[config.mk]
export PLATFORM = sky130hd
export DESIGN_NAME = chan_timer16
export DESIGN_NICKNAME = d
export VERILOG_FILES = /design/src/rtl/ctimer_pkg.sv /design/src/rtl/ctimer_regs.sv /design/src/rtl/ctimer_core.sv /design/src/rtl/ctimer_irq.sv /design/src/rtl/chan_timer16.sv
export SDC_FILE = /design/constraint.sdc
export NUM_CORES = 1
export LEC_CHECK = 0
export CORE_ASPECT_RATIO = 0.75
export CORE_MARGIN = 8
export CORE_UTILIZATION = 30
export CTS_BUF_LIST = sky130_fd_sc_hd__clkbuf_16
export DETAILED_ROUTE_END_ITERATION = 6
export DONT_BUFFER_PORTS = 1
export GPL_TIMING_DRIVEN = 0
export PLACE_DENSITY = 0.54
export SETUP_SLACK_MARGIN = 0.4
export SLEW_MARGIN = 20
export SYNTH_ARGS = -nofsm -noshare
export SYNTH_HDL_FRONTEND = slang
export SYNTH_SLANG_ARGS = --single-unit
[constraint.sdc]
create_clock -name clk -period 3.5 [get_ports clk]
set_clock_uncertainty 0.2 [all_clocks]
set_input_delay 0.35 -clock clk [delete_from_list [all_inputs] [get_ports clk]]
set_output_delay 0.35 -clock clk [all_outputs]
set_load 0.05 [all_outputs]
[src/rtl/ctimer_pkg.sv]
// Shared constants and the control register layout for the reload timer.
// Assumes a 2-bit register address and a control field of four bits.
package ctimer_pkg;
    localparam int ADDR_W = 2;
    localparam int CTRL_W = 4;

    localparam logic [ADDR_W-1:0] A_RELOAD_LO = 2'd0;
    localparam logic [ADDR_W-1:0] A_RELOAD_HI = 2'd1;
    localparam logic [ADDR_W-1:0] A_CTRL      = 2'd2;

    localparam int B_RUN = 2;

    // Control layout, bit 3 down to bit 0.
    typedef struct packed {
        logic irq_en;
        logic run;
        logic retrig;
        logic ext_sel;
    } ctrl_t;
endpackage

[src/rtl/ctimer_regs.sv]
// Register file of the timer: two reload bytes and the control register.
// Produces a load strobe for control writes with run set and a clear
// strobe for reads at the control address. Assumes DATA_W >= CTRL_W.
module ctimer_regs
    import ctimer_pkg::*;
#(
    parameter int DATA_W = 8,
    parameter int NBYTES = 2
) (
    input  logic                     clk,
    input  logic                     rst_n,
    input  logic [ADDR_W-1:0]        addr,
    input  logic                     wr,
    input  logic                     rd,
    input  logic [DATA_W-1:0]        wdata,
    output logic [DATA_W-1:0]        rdata,
    output logic [NBYTES*DATA_W-1:0] reload,
    output ctrl_t                    ctrl,
    output logic                     load,
    output logic                     clr
);
    logic [DATA_W-1:0] rel_q [NBYTES];
    ctrl_t             ctrl_q;

    // One byte register per reload slice, byte i at address i.
    for (genvar i = 0; i < NBYTES; i++) begin : g_byte
        always_ff @(posedge clk) begin
            if (!rst_n)
                rel_q[i] <= '0;
            else if (wr && addr == ADDR_W'(i))
                rel_q[i] <= wdata;
        end
        assign reload[i*DATA_W +: DATA_W] = rel_q[i];
    end

    // Control register capture.
    always_ff @(posedge clk) begin
        if (!rst_n)
            ctrl_q <= '0;
        else if (wr && addr == A_CTRL)
            ctrl_q <= ctrl_t'(wdata[CTRL_W-1:0]);
    end

    // Read mux; reserved bits and unused addresses return zero.
    always_comb begin
        rdata = '0;
        if (addr == A_CTRL)
            rdata = {{(DATA_W-CTRL_W){1'b0}}, ctrl_q};
        else if (addr == A_RELOAD_LO)
            rdata = rel_q[0];
        else if (addr == A_RELOAD_HI)
            rdata = rel_q[1];
    end

    assign ctrl = ctrl_q;
    assign load = wr && (addr == A_CTRL) && wdata[B_RUN];
    assign clr  = rd && (addr == A_CTRL);

    // a start write leaves run set in the control register.
    p_start_sets_run_r3: assert property (@(posedge clk) disable iff (!rst_n)
        load |=> ctrl_q.run);
endmodule

[src/rtl/ctimer_core.sv]
// Down counter with a selectable tick source. Loads on a start strobe,
// steps on enabled ticks and signals the terminal event combinationally
// in the cycle whose edge ends the count. Single-shot expiry is held in
// a rest flag that only a new load releases.
module ctimer_core #(
    parameter int CNT_W = 16
) (
    input  logic             clk,
    input  logic             rst_n,
    input  logic             run,
    input  logic             retrig,
    input  logic             ext_sel,
    input  logic             ext_tick,
    input  logic             load,
    input  logic [CNT_W-1:0] reload,
    output logic [CNT_W-1:0] count,
    output logic             terminal
);
    logic [CNT_W-1:0] cnt_q;
    logic             rest_q;
    logic             tick_ok;
    logic             adv;
    logic             at_end;

    // Tick qualification and terminal detection.
    always_comb begin
        tick_ok  = ext_sel ? ext_tick : 1'b1;
        adv      = run && !rest_q && tick_ok && !load;
        at_end   = (cnt_q <= CNT_W'(1));
        terminal = adv && at_end;
    end

    // Counter state: load first, then step, reload or come to rest.
    always_ff @(posedge clk) begin
        if (!rst_n) begin
            cnt_q  <= '0;
            rest_q <= 1'b0;
        end else if (load) begin
            cnt_q  <= reload;
            rest_q <= 1'b0;
        end else if (adv) begin
            if (!at_end) begin
                cnt_q <= cnt_q - CNT_W'(1);
            end else if (retrig) begin
                cnt_q <= reload;
            end else begin
                cnt_q  <= '0;
                rest_q <= 1'b1;
            end
        end
    end

    assign count = cnt_q;

    // a load takes the reload value present at its edge.
    p_load_value_r3: assert property (@(posedge clk) disable iff (!rst_n)
        load |=> cnt_q == $past(reload));
    // a qualified tick above the end lowers the count by one.
    p_step_down_r4: assert property (@(posedge clk) disable iff (!rst_n)
        (adv && !at_end) |=> cnt_q == $past(cnt_q) - CNT_W'(1));
    // with run clear and no load the count holds.
    p_hold_stopped_r8: assert property (@(posedge clk) disable iff (!rst_n)
        (!run && !load) |=> $stable(cnt_q));
    // an expired single-shot stays at zero until reloaded.
    p_single_rest_r6: assert property (@(posedge clk) disable iff (!rst_n)
        (rest_q && !load) |=> cnt_q == '0);
endmodule

[src/rtl/ctimer_irq.sv]
// Event flag and interrupt gating. A terminal event sets the flag; a
// clearing read drops it unless an event lands on the same edge.
module ctimer_irq (
    input  logic clk,
    input  logic rst_n,
    input  logic terminal,
    input  logic clr,
    input  logic irq_en,
    output logic irq
);
    logic flag_q;

    // Flag update, the set side taking priority.
    always_ff @(posedge clk) begin
        if (!rst_n)
            flag_q <= 1'b0;
        else if (terminal)
            flag_q <= 1'b1;
        else if (clr)
            flag_q <= 1'b0;
    end

    assign irq = flag_q && irq_en;

    // an event always leaves the flag set.
    p_event_wins_r11: assert property (@(posedge clk) disable iff (!rst_n)
        terminal |=> flag_q);
    // a clearing read without an event empties the flag.
    p_read_clears_r10: assert property (@(posedge clk) disable iff (!rst_n)
        (clr && !terminal) |=> !flag_q);
endmodule

[src/rtl/chan_timer16.sv]
// Top of the reload timer: register file, counter and interrupt flag.
// Synchronous active-low reset; one clock domain; the alternate tick
// input is assumed already synchronous to clk.
module chan_timer16
    import ctimer_pkg::*;
#(
    parameter int DATA_W = 8,
    parameter int NBYTES = 2,
    localparam int CNT_W = DATA_W * NBYTES
) (
    input  logic              clk,
    input  logic              rst_n,
    input  logic [ADDR_W-1:0] bus_addr,
    input  logic              bus_wr,
    input  logic              bus_rd,
    input  logic [DATA_W-1:0] bus_wdata,
    output logic [DATA_W-1:0] bus_rdata,
    input  logic              ext_tick,
    output logic [CNT_W-1:0]  cnt_value,
    output logic              tmr_irq
);
    ctrl_t            ctrl;
    logic [CNT_W-1:0] reload;
    logic             load;
    logic             clr;
    logic             terminal;

    ctimer_regs #(.DATA_W(DATA_W), .NBYTES(NBYTES)) u_regs (
        .clk(clk), .rst_n(rst_n), .addr(bus_addr), .wr(bus_wr), .rd(bus_rd),
        .wdata(bus_wdata), .rdata(bus_rdata), .reload(reload), .ctrl(ctrl),
        .load(load), .clr(clr)
    );

    ctimer_core #(.CNT_W(CNT_W)) u_core (
        .clk(clk), .rst_n(rst_n), .run(ctrl.run), .retrig(ctrl.retrig),
        .ext_sel(ctrl.ext_sel), .ext_tick(ext_tick), .load(load),
        .reload(reload), .count(cnt_value), .terminal(terminal)
    );

    ctimer_irq u_irq (
        .clk(clk), .rst_n(rst_n), .terminal(terminal), .clr(clr),
        .irq_en(ctrl.irq_en), .irq(tmr_irq)
    );
endmodule

# Yosys cells after proc, flatten, opt, wreduce, memory -nomap -nowiden
# Memories as Yosys holds them, arrays and structs flattened.
# Index checks and enable logic that the tools add are counted.
# classes
reduce_logical	17
n_addsub	1
mux	19
n_bitwise	4
magnitude_cmp	1
eq_ne	2
# ops
cell	n
2-to-1 mux 16 bit	4
2-to-1 mux 8 bit	5
less-or-equal comparator 16 x 1 -> 1 bit, second input constant	1
subtractor 16 x 1 -> 16 bit, second input constant	1
logical AND 1 bit	10
2-to-1 mux 1 bit	10
nonzero test 2 bit	2
AND reduction 3 bit	1
equality test 2 x 1 -> 1 bit, second input constant	1
equality test 2 bit, second input constant	1
logical NOT 1 bit	2
logical NOT 2 bit	1
inverter 1 bit	2
OR 1 bit	2
OR reduction 2 bit	1
# totals
out_inout_bits	25
register_bits	22
inputBits	15
word_cells	52
mem_bits_rw	16
n_memories	1
# memory_table
name	words	width	rd	rd_clocked_by_memory_dff	wr	line_no	rtl
u_regs.rel_q	2	8	2	0	2	ctimer_regs.sv:22	logic [DATA_W-1:0] rel_q [NBYTES];

# Depth between registers and ports, before layout
# depth
ltp_word	7
ltp_mapped	8
ltp_nobuf	8

# Modules after synthesis
# Synthesis repeated with hierarchy kept, for this count alone.
# hier_totals
hier_cells	222
area_unflattened_um2	2105.8
# by_module_without_submodules
mod	seq_area_each_um2	area_each_um2	cells_each	n_inst
ctimer_core	340.3	1078.5	134	1
ctimer_regs	560.5	978.4	84	1
ctimer_irq	20.0	48.8	4	1

# Least setup slack after synthesis
# Ideal clock, no wire load.
# synth_timing
path_type	input port to output port
start	input port bus_addr[1]
end	output port bus_rdata[0]
path_slack_ps	1064
cell_stages	3
t_required_ps	2950
n_path_buf	1
arrival_time_ps	1886
path_cell_list	buf_1 > mux2i_1 > o21ai_0
# synth_between
elab_chain_len	4
word_cells_on_any_way	6
classes_between	2 x eq/ne; 3 x mux; 1 x reduce/logical
# synth_rtl
item	line_no	rtl
start: declaration	chan_timer16.sv:13	input logic [ADDR_W-1:0] bus_addr,
equality test 2 x 1 -> 1 bit	ctimer_regs.sv:51	else if (addr == A_RELOAD_HI)
2-to-1 mux 8 bit	ctimer_regs.sv:51	
2-to-1 mux 8 bit	ctimer_regs.sv:49	else if (addr == A_RELOAD_LO)
2-to-1 mux 8 bit (*)	ctimer_regs.sv:47	if (addr == A_CTRL)
end: declaration	chan_timer16.sv:17	output logic [DATA_W-1:0] bus_rdata,
# Mark *: on every way between the ends. The rest lies on a longest branch, timed or not.

# Worst setup path in the final report
# layout_timing
start	register u_core.cnt_q[0] (netlist: u_core.count[0])
end	register u_core.cnt_q[9] (netlist: u_core.count[9])
# layout_between
elab_chain_len	4
word_cells_on_any_way	5
classes_between	1 x add/sub; 1 x order compare; 3 x mux
# layout_rtl
item	line_no	rtl
start: declaration	ctimer_core.sv:19	logic [CNT_W-1:0] cnt_q;
start signal: assignment	ctimer_core.sv:39	cnt_q <= reload;
start signal: assignment	ctimer_core.sv:43	cnt_q <= cnt_q - CNT_W'(1);
start signal: assignment	ctimer_core.sv:45	cnt_q <= reload;
subtractor 16 x 1 -> 16 bit or less-or-equal comparator 16 x 1 -> 1 bit (tied branches)	ctimer_core.sv:43, ctimer_core.sv:29	
2-to-1 mux 16 bit (*)	ctimer_core.sv:42	if (!at_end) begin
2-to-1 mux 16 bit (*)	ctimer_core.sv:41	end else if (adv) begin
2-to-1 mux 16 bit (*)	ctimer_core.sv:38	end else if (load) begin
# Mark *: on every way between the ends. The rest lies on a longest branch, timed or not. The select of a mux whose other input is x is not followed.
# A chain may end at the register's enable or synchronous reset.

==> results.yml <==
status:
  status: "complete, no violations"
hold_path:
  hold_start: "bus_wdata[3]"
  min_to: "u_regs.ctrl[3]$_SDFFE_PN0N_"
  hold_path.class: "in2reg"
  min_path_cells: 2
yosys:
  syn_nets: 232
  yosys-top-cells-area: "edfxtp_1 (23%), dfxtp_1 (21%), and2_1 (5.7%)"
  ys_types: 52
  ys.flop_type: "dfxtp_1"
  ys_async_sr_fraction_pct: 0
  syn_inst: 215
  syn_avg_cell_area_sq_um: 9.678
  ys_ff_latch: 38
  synth_top_area_share_pct: 23.09
  synth_edf_count: 16
  syn_area_sq_um: 2081
  yosysSeqAreaShare_pct: 44.26
  synth_top_cell_by_area: "edfxtp_1"
  yosysWarnings: 0
clock_network:
  cts_tree: "built"
  cts_buffers: 5
  clk_latency_ns: 0.28
  cts.reportedPaths.clkPinSlew_ns: 0.06
  cts_setup_buffers: 0
  cts_root_buffer: "clkbuf_16"
  cts.sinks: 38
  htree_num_levels: 2
  clock_path_buffers: 2
  cts_hold_buffers: 0
  cts_resized: 0
worst_setup_path:
  cp.arrival_ns: 2.82
  worstSetupPathType: "reg2reg"
  cp-start-kind: "register"
  r2r-end: "u_core.count[9]$_SDFFE_PN0P_"
  worstReg2RegStart: "u_core.count[0]$_SDFFE_PN0P_"
  crit_fanout: 9
  worst-r2r-cell-count: 7
  crit_required_ns: 3.48
  cp-end-kind: "register"
  reg2reg_setup_slack_ns: 0.67
run:
  max_cap_violations: 0
drt:
  finalWirelength_um: 6162
  wl_per_cell_um: 20.07
  drc: 0
  vias_per_cell: 5.417
  final_antenna_net_count: 0
  drt_iter0_drc: 140
  vias: 1663
  drt_first_pass_iters: 4
sta:
  post-route-period-util_pct: 80.95
  tns_ns: 0
  finalHoldViolCount: 0
  slew_viol_final: 0
  tightest_slew_ns: 1.052
  slew_headroom_pct: 29.37
  whs_ns: 0.02233
  finalSetupViolations: 0
  grt_setup_unrepaired: "no"
  fin_crit_ns: 2.833
  fmax_mhz: 353.0
global_routing:
  first_global_vias: 1610
  grt_pass1_wl_um: 9577
  grt_usage_pct: 12.85
  gr-total-overflow: 0
  grt_max_degree: 13
  antenna_found_initial: 0
cells_and_area:
  diodes: 0
  drive_gt1_share_pct: 12.11
  fin_cells: 307
  syn_to_final_growth_pct: 14.13
  nets: 239
floorplan:
  ios: 40
  die_x_um: 112.2
  die_y_um: 88.13
  die-area_sq_um: 9885
  floorplan.core_area_sq_um: 6766
  core.rowCount: 26
  initial_utilization_pct: 30.75
power_and_ir_drop:
  ir_worst_vdd_uv: 231.1
  pwr_density_cell_nw_per_um2: 579.7
  cellLeakagePower_uw: 0.0008804
placement:
  gp_congestion: 0.8057
  io_buffer_count: 0
  dp_hpwl_um: 4676
  dpl.cell_count: 299
flip-flops by register name, summed over array words and instances, names as in the netlist:
register and cells:
u_core.count 16, u_core.rest_q 1, u_irq.flag_q 1, u_regs.ctrl 4, u_regs.rel_q 16
layout by cell type (no fill, tap or decap), drive strengths merged, types with 2 or more instances in the layout:
cell / Yosys / routed
nor3: 7 / 7
nand4b: 2 / 2
o21ai: 14 / 14
nand2: 22 / 22
inv: 4 / 4
clkbuf: 2 / 7
xnor2: 3 / 3
buf: 6 / 6
o31ai: 2 / 2
dfxtp: 22 / 22
mux2i: 11 / 11
a21oi: 13 / 13
ha: 2 / 2
edfxtp: 16 / 16
nor4: 4 / 4
nand3: 8 / 8
nor2: 26 / 26
and2: 20 / 20
a22oi: 4 / 4
nor3b: 2 / 2
a221oi: 3 / 3
o211ai: 5 / 5
bufinv: 0 / 2
nor2b: 2 / 2
cell usage after synthesis (3+ instances only):
master	instances
a21oi_1	12
a221oi_1	3
a22oi_1	3
and2_1	19
buf_1	3
dfxtp_1	22
edfxtp_1	16
inv_1	4
mux2i_1	11
nand2_1	20
nand3_1	8
nor2_1	25
nor3_1	6
o211ai_1	4
o21ai_0	13
xnor2_1	3
per-stage QoR:
stage | area (sq um) | setup WS, ns | power, uW | utilization (%)
6_report | 2375 | 0.6669 | 1377 | 35.10
5_1_grt | 2375 | 0.4514 | 1431 | 35.10
4_1_cts | 2375 | 0.6369 | 1381 | 35.10
3_5_place_dp | 2186 | 0.6455 | 792.9 | 32.30
3_3_place_gp | 2186 | 0.7029 | 789.8 | 32.30
2_1_floorplan | 2081 | 1.064 | 738.4 | -
logic make-up after synthesis:
| logic type | after synthesis | share of synthesized area [%] |
|---|---|---|
| AOI/OAI and AO/OA | 49 | 16.84 |
| xor gates and xnor gates | 3 | 1.263 |
| adders and majority gates | 2 | 1.202 |
| buffers and inverters | 12 | 2.826 |
| DFF | 38 | 44.26 |
| muxes | 11 | 5.292 |
| and+or+nand+nor | 100 | 28.32 |
routing by layer:
layer / vias to the layer above / GRT usage, % / share of wire [%]
met4: 0 / 3.293 / 0.83
li1: 803 / - / -
met3: 4 / 4.201 / 7.7
met2: 51 / 16.78 / 37
met5: - / 0 / 0
met1: 805 / 19.15 / 54
worst max-delay path: stages (launching register included):
cell and delay [ns]:
dfxtp_1 0.77, inv_1 0.10, ha_1 0.28, o211ai_2 0.32
nor2_8 0.08, nor3_2 0.51, nand3_1 0.20, o311ai_1 0.27
worst max path at each step:
stage	start	end	slack, ns	cells past startpoint
after floorplan	bus_addr[1]	bus_rdata[0]	1.06	3
after global placement	u_core.count[0]$_SDFFE_PN0P_	u_core.count[9]$_SDFFE_PN0P_	0.70	7
after detailed placement	u_core.count[0]$_SDFFE_PN0P_	u_core.count[9]$_SDFFE_PN0P_	0.65	7
after CTS	u_core.count[0]$_SDFFE_PN0P_	u_core.count[9]$_SDFFE_PN0P_	0.64	7
after global routing	u_core.count[0]$_SDFFE_PN0P_	u_core.count[9]$_SDFFE_PN0P_	0.45	7
final	u_core.count[0]$_SDFFE_PN0P_	u_core.count[9]$_SDFFE_PN0P_	0.67	7
power by group:
| group | internal, uW | total (uW) | leakage, uW | switching, uW |
|---|---|---|---|---|
| sequential | 489 | 556 | 0.000336 | 66.9 |
| clock | 406 | 593 | 0.0000915 | 187 |
| combinational | 77.3 | 228 | 0.000453 | 151 |
| total | 972 | 1380 | 0.000880 | 404 |
layout make-up:
cell class | count | area, sq um
plain buffers | 8 | 43.79
fillers | 700 | 4392
clock inverters | 3 | 63.81
flip-flops and latches | 38 | 920.9
multi-input cells | 165 | 1101
well taps | 84 | 105.1
clock buffers | 5 | 125.1
inverters | 4 | 15.01
No activity file was read; power rests on OpenSTA's default activity.
